File: src/rtl/dma_arb_pkg.sv
package dma_arb_pkg;

  typedef enum logic [1:0] {
    ST_IDLE = 2'd0,
    ST_ARB  = 2'd1,
    ST_OWN  = 2'd2
  } arbState_t;

  typedef struct packed {
    logic grantLoad;
    logic grantClear;
  } arbStrobe_t;

endpackage

File: src/rtl/dma_arb_path.sv
module dma_arb_path
  import dma_arb_pkg::*;
#(
  parameter int NUM_CH     = 8,
  parameter int GROUP_SIZE = 4,
  parameter int LINK_CH    = 4
) (
  input  logic              clk,
  input  logic              rst_n,
  input  logic [NUM_CH-1:0] chanReq,
  input  logic [NUM_CH-1:0] demandMode,
  input  logic [NUM_CH-1:0] masterMode,
  input  arbStrobe_t        strobe,
  output logic              anyPend,
  output logic              ownerReq,
  output logic              ownerHold,
  output logic [NUM_CH-1:0] chanAck,
  output logic              cycleDrive
);

  localparam int NUM_GRP = NUM_CH / GROUP_SIZE;
  localparam logic [NUM_CH-1:0] LINK_MASK = {{(NUM_CH-1){1'b0}}, 1'b1} << LINK_CH;

  logic [NUM_CH-1:0]     validReq;
  logic [NUM_CH-1:0]     grpPick;
  logic [NUM_GRP-1:0]    grpAny;
  logic [NUM_GRP-1:0]    grpWin;
  logic [NUM_CH-1:0]     winner;
  logic [NUM_CH-1:0]     ackReg;

  assign validReq = chanReq & ~LINK_MASK;

  // Per-group fixed priority: lowest index inside the group wins.
  for (genvar g = 0; g < NUM_GRP; g++) begin : gGroup
    logic [GROUP_SIZE-1:0] grpReq;
    assign grpReq = validReq[g*GROUP_SIZE +: GROUP_SIZE];
    assign grpPick[g*GROUP_SIZE +: GROUP_SIZE] = grpReq & (~grpReq + 1'b1);
    assign grpAny[g] = |grpReq;
  end

  // Cascade stage: lower group outranks upper group.
  assign grpWin = grpAny & (~grpAny + 1'b1);

  always_comb begin
    winner = '0;
    for (int g = 0; g < NUM_GRP; g++) begin
      if (grpWin[g]) winner[g*GROUP_SIZE +: GROUP_SIZE] = grpPick[g*GROUP_SIZE +: GROUP_SIZE];
    end
  end

  assign anyPend = |grpAny;

  always_ff @(posedge clk or negedge rst_n) begin
    if (!rst_n) begin
      ackReg <= '0;
    end else if (strobe.grantLoad) begin
      ackReg <= winner;
    end else if (strobe.grantClear) begin
      ackReg <= '0;
    end
  end

  assign chanAck    = ackReg;
  assign ownerReq   = |(ackReg & chanReq);
  assign ownerHold  = |(ackReg & (demandMode | masterMode));
  assign cycleDrive = |(ackReg & ~masterMode);

endmodule

File: src/rtl/dma_arb_ctrl.sv
module dma_arb_ctrl
  import dma_arb_pkg::*;
(
  input  logic       clk,
  input  logic       rst_n,
  input  logic       anyPend,
  input  logic       ownerReq,
  input  logic       ownerHold,
  input  logic       holdAck,
  output arbStrobe_t strobe,
  output logic       busHold,
  output logic       busy
);

  arbState_t state, stateNext;

  always_comb begin
    stateNext = state;
    strobe    = '0;
    unique case (state)
      ST_IDLE: begin
        if (anyPend) stateNext = ST_ARB;
      end
      ST_ARB: begin
        if (!anyPend) begin
          stateNext = ST_IDLE;
        end else if (holdAck) begin
          stateNext        = ST_OWN;
          strobe.grantLoad = 1'b1;
        end
      end
      ST_OWN: begin
        // single-byte owners always release; others release when request drops
        if (!ownerHold || !ownerReq) begin
          stateNext         = ST_ARB;
          strobe.grantClear = 1'b1;
        end
      end
      default: stateNext = ST_IDLE;
    endcase
  end

  always_ff @(posedge clk or negedge rst_n) begin
    if (!rst_n) state <= ST_IDLE;
    else        state <= stateNext;
  end

  assign busHold = (state != ST_IDLE);
  assign busy    = (state == ST_OWN);

endmodule

File: src/rtl/cascade_dma_arbiter.sv
module cascade_dma_arbiter
  import dma_arb_pkg::*;
#(
  parameter int NUM_CH     = 8,
  parameter int GROUP_SIZE = 4,
  parameter int LINK_CH    = 4
) (
  input  logic              clk,
  input  logic              rst_n,
  input  logic [NUM_CH-1:0] chanReq,
  input  logic [NUM_CH-1:0] demandMode,
  input  logic [NUM_CH-1:0] masterMode,
  input  logic              holdAck,
  output logic              busHold,
  output logic [NUM_CH-1:0] chanAck,
  output logic              busy,
  output logic              cycleDrive
);

  arbStrobe_t strobe;
  logic anyPend, ownerReq, ownerHold;

  dma_arb_ctrl u_ctrl (
    .clk      (clk),
    .rst_n    (rst_n),
    .anyPend  (anyPend),
    .ownerReq (ownerReq),
    .ownerHold(ownerHold),
    .holdAck  (holdAck),
    .strobe   (strobe),
    .busHold  (busHold),
    .busy     (busy)
  );

  dma_arb_path #(
    .NUM_CH    (NUM_CH),
    .GROUP_SIZE(GROUP_SIZE),
    .LINK_CH   (LINK_CH)
  ) u_path (
    .clk       (clk),
    .rst_n     (rst_n),
    .chanReq   (chanReq),
    .demandMode(demandMode),
    .masterMode(masterMode),
    .strobe    (strobe),
    .anyPend   (anyPend),
    .ownerReq  (ownerReq),
    .ownerHold (ownerHold),
    .chanAck   (chanAck),
    .cycleDrive(cycleDrive)
  );

endmodule

File: config.mk
export PLATFORM = sky130hd
export DESIGN_NAME = cascade_dma_arbiter
export DESIGN_NICKNAME = d
export VERILOG_FILES = /design/src/rtl/dma_arb_pkg.sv /design/src/rtl/dma_arb_path.sv /design/src/rtl/dma_arb_ctrl.sv /design/src/rtl/cascade_dma_arbiter.sv
export SDC_FILE = /design/constraint.sdc
export NUM_CORES = 1
export LEC_CHECK = 0
export BUFFER_PORTS_ARGS = -buffer_cell sky130_fd_sc_hd__buf_2
export CAP_MARGIN = 20
export CORE_MARGIN = 4
export CORE_UTILIZATION = 43
export DETAILED_ROUTE_END_ITERATION = 7
export PLACE_DENSITY_LB_ADDON = 0.1
export SYNTH_ARGS = -nofsm -noshare
export SYNTH_HDL_FRONTEND = slang
export SYNTH_SLANG_ARGS = --single-unit
File: constraint.sdc
create_clock -name clk -period 2.6 [get_ports clk]
set_input_delay 0.13 -clock clk [delete_from_list [all_inputs] [get_ports clk]]
set_output_delay 0.13 -clock clk [all_outputs]
set_load 0.01 [all_outputs]
==> results.yml, run 1 <==
critical_path:
  worstRegToRegCells: 4
  cp.arrival_ns: 1.48
  ff2ff_setup_slack_ns: 1.09
  crit_path_max_fanout: 4
  regToRegStartpoint: "u_path.chanAck[0]"
  critPathRequiredTime_ns: 2.47
  cp-end-kind: "output pin"
  worstSetupStartpoint: "u_path.chanAck[3]"
  crit_type: "reg2out"
  r2r-end: "u_path.chanAck[6]"
  worstSetupStartpointType: "flop"
worst_hold_path:
  whs_path_depth: 3
  min_from: "chanReq[2]"
  worstHoldEndpoint: "u_path.chanAck[2]"
  min_path_type: "in2reg"
clock_network:
  path_clk_slew_ns: 0.07
  cts-root-buf: "clkbuf_4"
  insertion_delay_ns: 0.26
  cts_sinks: 9
  post_cts_resized: 0
  post_cts_buffers: 0
  cts_buffers: 3
  h-tree-depth: 1
  tritoncts: "built"
  cts_buffer_depth: 2
synthesis:
  synth_top_area_share_pct: 38.79
  synth_nets: 95
  async_reset_ff_share_pct: 100.0
  synth_area_leaders: "dfrtp_1, o31ai_1, o21ai_0"
  synth_flop_cell: "dfrtp_1"
  yosysTopAreaCell: "dfrtp_1"
  yosysWarnings: 0
  ys_seq_area_share_pct: 38.79
  synth_cell_types: 25
  synthMostInstantiatedCell: "dfrtp_1"
  netlist_area_um2: 580.6
  synthTopCellsByCount: "dfrtp_1, inv_1, o21ai_0"
  synth_edf_count: 0
  syn_inst: 68
  synth-seq-cells: 9
  syn_avg_cell_area_um2: 8.538
drt:
  via_per_inst: 5.689
  dr.pass1.iters: 5
  dr_total_vias: 677
  drt-total-wl_um: 1594
  ant_nets: 0
  drc_errors: 0
  routedWlPerCell_um: 13.39
  drt-initial-drc-count: 14
global_route:
  grt_use_met1_pct: 21.76
  grt_use_total_pct: 16.78
  grt_overflow_total: 0
  met3_usage_pct: 5.976
  grt_pass1_wl_um: 2484
  antenna_found_initial: 0
  grt_pass1_vias: 573
  grt_max_degree: 10
  top_usage_layer: "met2"
  use_met2_pct: 27.51
finish:
  multi_input_area_um2: 317.8
  fillers: 105
  seqCellArea_um2: 225.2
  syn_to_final_growth_pct: 36.42
  final_nets: 133
  antenna_cells: 0
  stdcell_area_um2: 792.0
  drive_gt1_share_pct: 39.05
floorplan:
  ios: 38
  core_area_um2: 1186
  die_area_um2: 2002
  die_y_um: 44.75
  die_x_um: 44.75
  initial_core_util_pct: 48.95
  std_cell_rows: 12
job:
  drv_cap: 0
sta:
  final.setup_skew_ns: 0.006371
  worstMarginPinSlew_ns: 0.5348
  slew_violations: 0
  fmaxAchievable_ghz: 0.6210
  fin_crit_ns: 1.610
  final_hold_viol_count: 0
  setup_tns_ns: 0
  rsz0062_at_grt: "no"
  slew_headroom_pct: 64.15
  fin_crit_sh_pct: 61.93
  setup_viol: 0
power:
  p_total_w: 0.0006026
  power_density_nw_per_um2: 760.8
  p_leak_nw: 0.3914
  irDropWorstVdd_mv: 0.4019
placed_design:
  placed_area_um2: 755.7
  dp.final_hpwl_um: 1322
  gp_congestion: 0.7859
  io_buffers: 33
outcome:
  outcome: "finished, final reports clean"
==> critical path, cell delays in order (launching register included) <==
cell and delay (ns):
dfrtp_1 0.41, inv_1 0.08, o22ai_1 0.07, or4_1 0.50, buf_2 0.16
==> layout make-up <==
cell class	instances	share of cell area, %
clock buffer	4	3.318
multi-input combinational	50	40.13
inverter	8	3.791
tap	14	2.212
sequential	9	28.44
timing repair buffer	34	22.12
==> routing by layer <==
layer	vias to the layer above	wire [um]
li1	333	-
met1	316	690
met2	28	764
met3	0	138
met4	0	0
met5	-	0
==> logic make-up after synthesis <==
| group | after synthesis | synth area share (%) |
|---|---|---|
| other | 1 | 0.6459 |
| AND/OR/NAND/NOR | 24 | 25.22 |
| flip-flops | 9 | 38.79 |
| AO/OA/AOI/OAI | 25 | 28.88 |
| buffers and inverters | 9 | 6.466 |
==> metrics by stage <==
stage / util (%) / hold WS [ns] / std cells / setup slack, ns
after floorplan: - / -0.1656 / 68 / 1.237
after global placement: 63.71 / -0.004359 / 114 / 1.070
after detailed placement: 63.71 / -0.003199 / 114 / 1.089
after CTS: 66.77 / 0.1050 / 119 / 0.9862
after global routing: 66.77 / 0.1050 / 119 / 0.9107
final: 66.77 / 0.1074 / 119 / 0.9897
==> power by group <==
| group | switching, W | internal, W | total [W] |
|---|---|---|---|
| clock network | 0.0000517 | 0.0000592 | 0.000111 |
| registers | 0.0000378 | 0.000177 | 0.000215 |
| logic | 0.000158 | 0.000119 | 0.000277 |
==> worst max-delay path by stage <==
| stage | endpoint | slack (ns) | depth (start not counted) |
|---|---|---|---|
| after floorplan | u_path.chanAck[0] | 1.24 | 4 |
| after global placement | u_path.chanAck[7] | 1.07 | 4 |
| after detailed placement | u_path.chanAck[6] | 1.09 | 4 |
| after CTS | cycleDrive | 0.99 | 4 |
| after global routing | cycleDrive | 0.91 | 4 |
| final | cycleDrive | 0.99 | 4 |
==> registers in the layout, summed over array words and instances (netlist names) <==
signal          cells
u_path.chanAck      7
u_ctrl.state        2
==> placed cells by master, fill, tap and decap left out <==
cell,instances
a22oi_1,2
buf_2,33
o31ai_1,7
o21ai_2,2
and2b_1,1
nand3_1,3
nand2_1,5
o22ai_1,4
clkbuf_4,3
clkbuf_1,1
nor3_2,1
a222oi_1,1
nand4_1,1
and3b_1,1
nor4_1,2
or2_1,1
dfrtp_1,9
or2_2,1
or4_1,1
conb_1,1
dlygate4sd3_1,1
inv_1,8
o211ai_1,1
o21ai_0,8
nor2_1,2
or4_4,1
nand3b_1,3
or3_1,1
==> repair_timing <==
action,4_1_cts,5_1_grt
endpoints found under the hold margin,9,0
hold buffers,1,0
endpoints found under the setup margin,0,0
No activity file was read; power rests on OpenSTA's default activity.
==> run 2: changes to the inputs <==
- CORE_UTILIZATION: 43 -> 36
- clock period: 2.6 -> 1.4 ns (I/O delays scaled with it)
==> run 2 against run 1 <==
  * Utilization fell by 7.7 points
  * Die area is 16% higher
  * Global-route usage grew 1.1 points
  * Worst setup slack got worse by 1.1 ns
  * Sequential share of layout area fell by 3.1 points
  * The run now ends with setup timing left
  * Critical path type unchanged
  * Via count is 6.8% higher
  * Clock-buffer cell count is the same
  * Cell count grew 11%
  * Flip-flop and latch count stayed put
  * Register-to-register slack lost 1.2 ns
==> results.yml, run 2 (synthesized netlist as in run 1, its figures left out) <==
outcome:
  outcome: "finished with violations"
  violations: "setup timing"
sta:
  final_hold_viol_count: 0
  slew_violations: 0
  fmaxAchievable_ghz: 0.6527
  rsz0062_at_grt: "yes"
  setup_viol: 10
  fin_crit_sh_pct: 109.4
  layout_setup_ws_ns: -0.1320
  final.setup_skew_ns: 0.001143
  fin_crit_ns: 1.532
  setup_tns_ns: -1.010
floorplan:
  die_y_um: 48.16
  std_cell_rows: 14
  initial_core_util_pct: 38.54
  die_area_um2: 2319
  die_x_um: 48.16
  ios: 38
  core_area_um2: 1506
finish:
  stdcell_area_um2: 889.6
  antenna_cells: 0
  syn_to_final_growth_pct: 53.23
  final_util_pct: 59.05
  largest_reg_flops: 7
  final_common_cell: "buf_2"
  final_nets: 144
  drive_gt1_share_pct: 46.55
  final_cell_mix: "buf_2, buf_4, dfrtp_1"
clock_network:
  cts_buffers: 3
  cts_buffer_depth: 2
  tritoncts: "built"
  path_clk_slew_ns: 0.06
  h-tree-depth: 1
  cts-root-buf: "clkbuf_4"
  insertion_delay_ns: 0.26
  cts_sinks: 9
placed_design:
  pre_cts_slack_ns: -0.02831
  dp.final_hpwl_um: 1504
  gp_congestion: 0.7745
  io_buffers: 33
  placed_area_um2: 825.8
drt:
  routedWlPerCell_um: 14.30
  drc_errors: 0
  ant_nets: 0
  dr_total_vias: 723
  drt-total-wl_um: 1888
  via_per_inst: 5.477
  dr.pass1.iters: 5
  drt-initial-drc-count: 43
global_route:
  top_usage_layer: "met2"
  grt_max_degree: 10
  met3_usage_pct: 3.321
  use_met2_pct: 29.17
  grt_use_total_pct: 17.86
  grt_overflow_total: 0
  antenna_found_initial: 0
  grt_pass1_wl_um: 2801
  grt_use_met1_pct: 22.65
  grt_pass1_vias: 657
job:
  drv_cap: 0
critical_path:
  cp-end-kind: "output pin"
  worstSetupStartpointType: "flop"
  crit_path_max_fanout: 3
  cp.arrival_ns: 1.46
  crit_type: "reg2out"
  critPathRequiredTime_ns: 1.33
power:
  p_switching_w: 0.0005142
  switching_share_pct: 39.34
  p_int_w: 0.0007928
  clockPowerShare_pct: 15.7
  irDropWorstVdd_mv: 0.9816
  p_leak_nw: 0.4503
  pwr-share-seq_pct: 30.2
  p_total_w: 0.001307
  comb_power_share_pct: 54.1
  power_density_nw_per_um2: 1469
worst_hold_path:
  min_path_type: "in2reg"
[run 2: changes by cell type in the layout (fill, tap and decap cells not counted), sizes merged]
| cell | before | now |
|---|---|---|
| buf | 33 | 44 |
[run 2: area by class of cell]
cell class	instances	area, um2
Clock buffer	4	26.28
Multi-Input combinational cell	50	322.8
Sequential cell	9	225.2
Inverter	8	30.03
Timing Repair Buffer	45	265.3
Tap cell	16	20.02
Fill cell	151	616.8
[run 2: stage by stage]
| step | instances | hold slack [ns] |
|---|---|---|
| after floorplan | 68 | -0.2256 |
| after global placement | 125 | -0.06519 |
| after detailed placement | 125 | -0.06442 |
| after CTS | 132 | 0.05557 |
| after global routing | 132 | 0.08269 |
| final | 132 | 0.06589 |
[run 2: worst max-delay path: stages (launching register included)]
cell and delay, ns:
dfrtp_1 0.39, buf_4 0.15, inv_2 0.05, o22ai_1 0.07, or4_1 0.39, buf_2 0.15
[run 2: power by group through the flow]
stage          Combinational, W  Sequential [W]  Clock, W
2_1_floorplan          0.000314        0.000407         0
3_3_place_gp           0.000636        0.000398         0
3_5_place_dp           0.000644        0.000399         0
4_1_cts                0.000678        0.000391  0.000212
5_1_grt                0.000775        0.000407  0.000227
6_report               0.000707        0.000395  0.000205
[run 2: per-layer routing]
layer | up-vias | wire length, um
met1 | 328 | 741
met2 | 35 | 935
li1 | 354 | -
met3 | 6 | 184
met5 | - | 0
met4 | 0 | 27
[run 2: timing repair]
action / in CTS / in global routing
buffers inserted: 2 / 0
hold endpoints to repair: 9 / 0
pin swaps: 1 / 1
hold buffers: 1 / 0
resized for setup: 1 / 3
setup endpoints to repair: 1 / 10
[run 2: worst paths after layout]
kind,to,slack (ns),startpoint,cells after the start
min in group asynchronous,u_path.chanAck[7],0.20,rst_n,2
setup / recovery,cycleDrive,-0.13,u_path.chanAck[0],5
setup reg to reg,u_path.chanAck[1],-0.12,u_path.chanAck[0],6
max in group asynchronous,u_path.chanAck[0],1.01,rst_n,2
hold / removal,u_path.chanAck[2],0.07,chanReq[2],3
hold reg to reg,u_path.chanAck[3],0.58,u_path.chanAck[3],2
==> run 3: changes to the inputs <==
- CORE_ASPECT_RATIO: unset -> 0.8
- HOLD_SLACK_MARGIN: unset -> 0.02
- SYNTH_HIERARCHICAL: unset -> 1
- clock period: 1.4 -> 1.3 ns (I/O delays scaled with it)
==> run 3 against run 2 <==
  * The run still ends with setup timing left
  * Utilization is 9.1 points higher
  * Power decreased by 2.7%
  * Via count down 1.1%
  * Combinational power decreased by 7.4%
  * Critical endpoint unchanged
==> results.yml, run 3 <==
outcome:
  outcome: "finished with violations"
  violations: "setup timing"
synthesis:
  synth_top_area_share_pct: 38.14
  netlist_area_um2: 590.6
  synth-seq-cells: 9
  ys_seq_area_share_pct: 38.14
  synth_edf_count: 0
  synthMostInstantiatedCell: "dfrtp_1"
  yosysTopAreaCell: "dfrtp_1"
  syn_avg_cell_area_um2: 9.228
  synthTopCellsByCount: "dfrtp_1, inv_1, o21ai_0"
  synth_cell_types: 32
  yosysWarnings: 6
  async_reset_ff_share_pct: 100.0
  syn_inst: 64
  synth_flop_cell: "dfrtp_1"
  synth_nets: 91
  synth_area_leaders: "dfrtp_1, o21ai_0, inv_1"
floorplan:
  ios: 38
  die_area_um2: 2357
  initial_core_util_pct: 40.14
  die_x_um: 53.29
  core_area_um2: 1471
  die_y_um: 44.23
  std_cell_rows: 12
global_route:
  grt_max_degree: 10
  grt_pass1_wl_um: 3008
  grt_pass1_vias: 686
  grt_overflow_total: 0
  grt_use_total_pct: 17.49
  antenna_found_initial: 0
clock_network:
  cts-root-buf: "clkbuf_4"
  insertion_delay_ns: 0.26
  path_clk_slew_ns: 0.06
  cts_sinks: 9
  tritoncts: "built"
  cts_buffers: 3
  cts_buffer_depth: 2
  h-tree-depth: 1
placed_design:
  dp.final_hpwl_um: 1513
  pre_cts_slack_ns: -0.1847
  io_buffers: 33
  dp.cells: 133
  gp_congestion: 0.7769
  placed_area_um2: 900.9
finish:
  largest_reg_flops: 7
  fillers: 133
  syn_to_final_growth_pct: 69.91
  final_nets: 149
  drive_gt1_share_pct: 56.20
  final_common_cell: "buf_2"
  final_cell_mix: "buf_2, buf_4, dfrtp_1"
  stdcell_count: 142
  seqCellArea_um2: 225.2
  stdcell_area_um2: 1003
  antenna_cells: 0
  final_util_pct: 68.20
  multi_input_area_um2: 346.6
critical_path:
  crit_family: "flip-flops"
  cp-end-kind: "output pin"
  slowest_delay_ns: 0.40
  worstSetupStartpointType: "flop"
  path_buf_inv: 3
  critPathRequiredTime_ns: 1.24
  critPathSlowestCell: "dfrtp_1"
  crit_type: "reg2out"
  cp.arrival_ns: 1.49
  path_cells: "buf_4 -> inv_2 -> o22ai_1 -> or4_1 -> buf_2"
  crit_path_max_fanout: 3
job:
  drv_cap: 0
drt:
  routedWlPerCell_um: 13.13
  dr_total_vias: 715
  ant_nets: 0
  drc_errors: 0
  dr.pass1.iters: 4
  drt-total-wl_um: 1865
  via_per_inst: 5.035
  drt-initial-drc-count: 13
power:
  p_leak_nw: 0.5308
  irDropWorstVdd_mv: 0.8649
  switching_share_pct: 36.44
  clockPowerShare_pct: 17.0
  pwr-share-seq_pct: 31.5
  power_density_nw_per_um2: 1267
  p_int_w: 0.0008083
  comb_power_share_pct: 51.5
  p_switching_w: 0.0004634
sta:
  fin_crit_ns: 1.559
  fin_crit_sh_pct: 119.9
  slew_violations: 0
  layout_setup_ws_ns: -0.2587
  setup_tns_ns: -1.714
  final.setup_skew_ns: 0.002711
  setup_viol: 10
  rsz0062_at_grt: "yes"
  final_hold_viol_count: 0
  fmaxAchievable_ghz: 0.6415
worst_hold_path:
  min_path_type: "in2reg"
run 3: layout make-up:
cell class / count / area share, %
Multi-Input combinational cell: 45 / 34.54
Clock buffer: 4 / 2.618
Sequential cell: 9 / 22.44
Tap cell: 21 / 2.618
Timing Repair Buffer: 55 / 34.79
Inverter: 8 / 2.993
run 3: repair_timing:
action | CTS | global route
gates resized for setup | 2 | 6
endpoints found under the setup margin | 10 | 11
hold endpoints to repair | 10 | 0
gates cloned | 0 | 0
pin swaps | 4 | 7
hold buffers | 2 | 0
buffers inserted | 2 | 1
run 3: per-stage QoR:
step | hold WS, ns | power (W)
after CTS | 0.1421 | 0.001219
after global routing | 0.1401 | 0.001369
after detailed placement | -0.06343 | 0.0009722
after floorplan | -0.2306 | 0.0007192
after global placement | -0.06460 | 0.0009662
final | 0.1486 | 0.001272
run 3: cell families after synthesis:
family | count (synthesis) | share of synthesized area [%]
compound gates | 23 | 29.03
simple gates | 21 | 24.58
buf+inv | 10 | 7.627
flops | 9 | 38.14
other cells | 1 | 0.6350
run 3: power by group through the flow:
stage | Clock (W) | Sequential, W | Combinational, W
detailed placement | 0 | 0.000402 | 0.000570
floorplan | 0 | 0.000423 | 0.000296
global placement | 0 | 0.000398 | 0.000569
finish | 0.000217 | 0.000401 | 0.000655
CTS | 0.000224 | 0.000398 | 0.000597
global route | 0.000239 | 0.000412 | 0.000719
run 3: routing by layer:
metal	GRT usage (%)	vias up	part of all wire (%)
li1	-	359	-
met1	24.33	332	45
met2	25.92	24	48
met3	6.397	0	6.9
met4	3.571	0	0
met5	0	-	0
run 3: worst paths after layout:
kind,from,end,slack [ns],cells past startpoint
worst max register to register,u_path/chanAck[6],u_path/chanAck[6],-0.21,5
min in group asynchronous,rst_n,u_path/chanAck[6],0.20,2
max in group asynchronous,rst_n,u_path/chanAck[2],0.91,2
worst max-delay path,u_path/chanAck[2],cycleDrive,-0.26,5
worst min register to register,u_ctrl/state[0],u_ctrl/state[0],0.58,2
worst min-delay path,chanReq[3],u_path/chanAck[3],0.15,3
run 3: worst register-to-register path: stages, from the launching register on:
cell      delay, ns
dfrtp_1        0.42
a222oi_1       0.33
nand3_1        0.16
a21boi_2       0.19
nor2_2         0.08
a32o_2         0.22
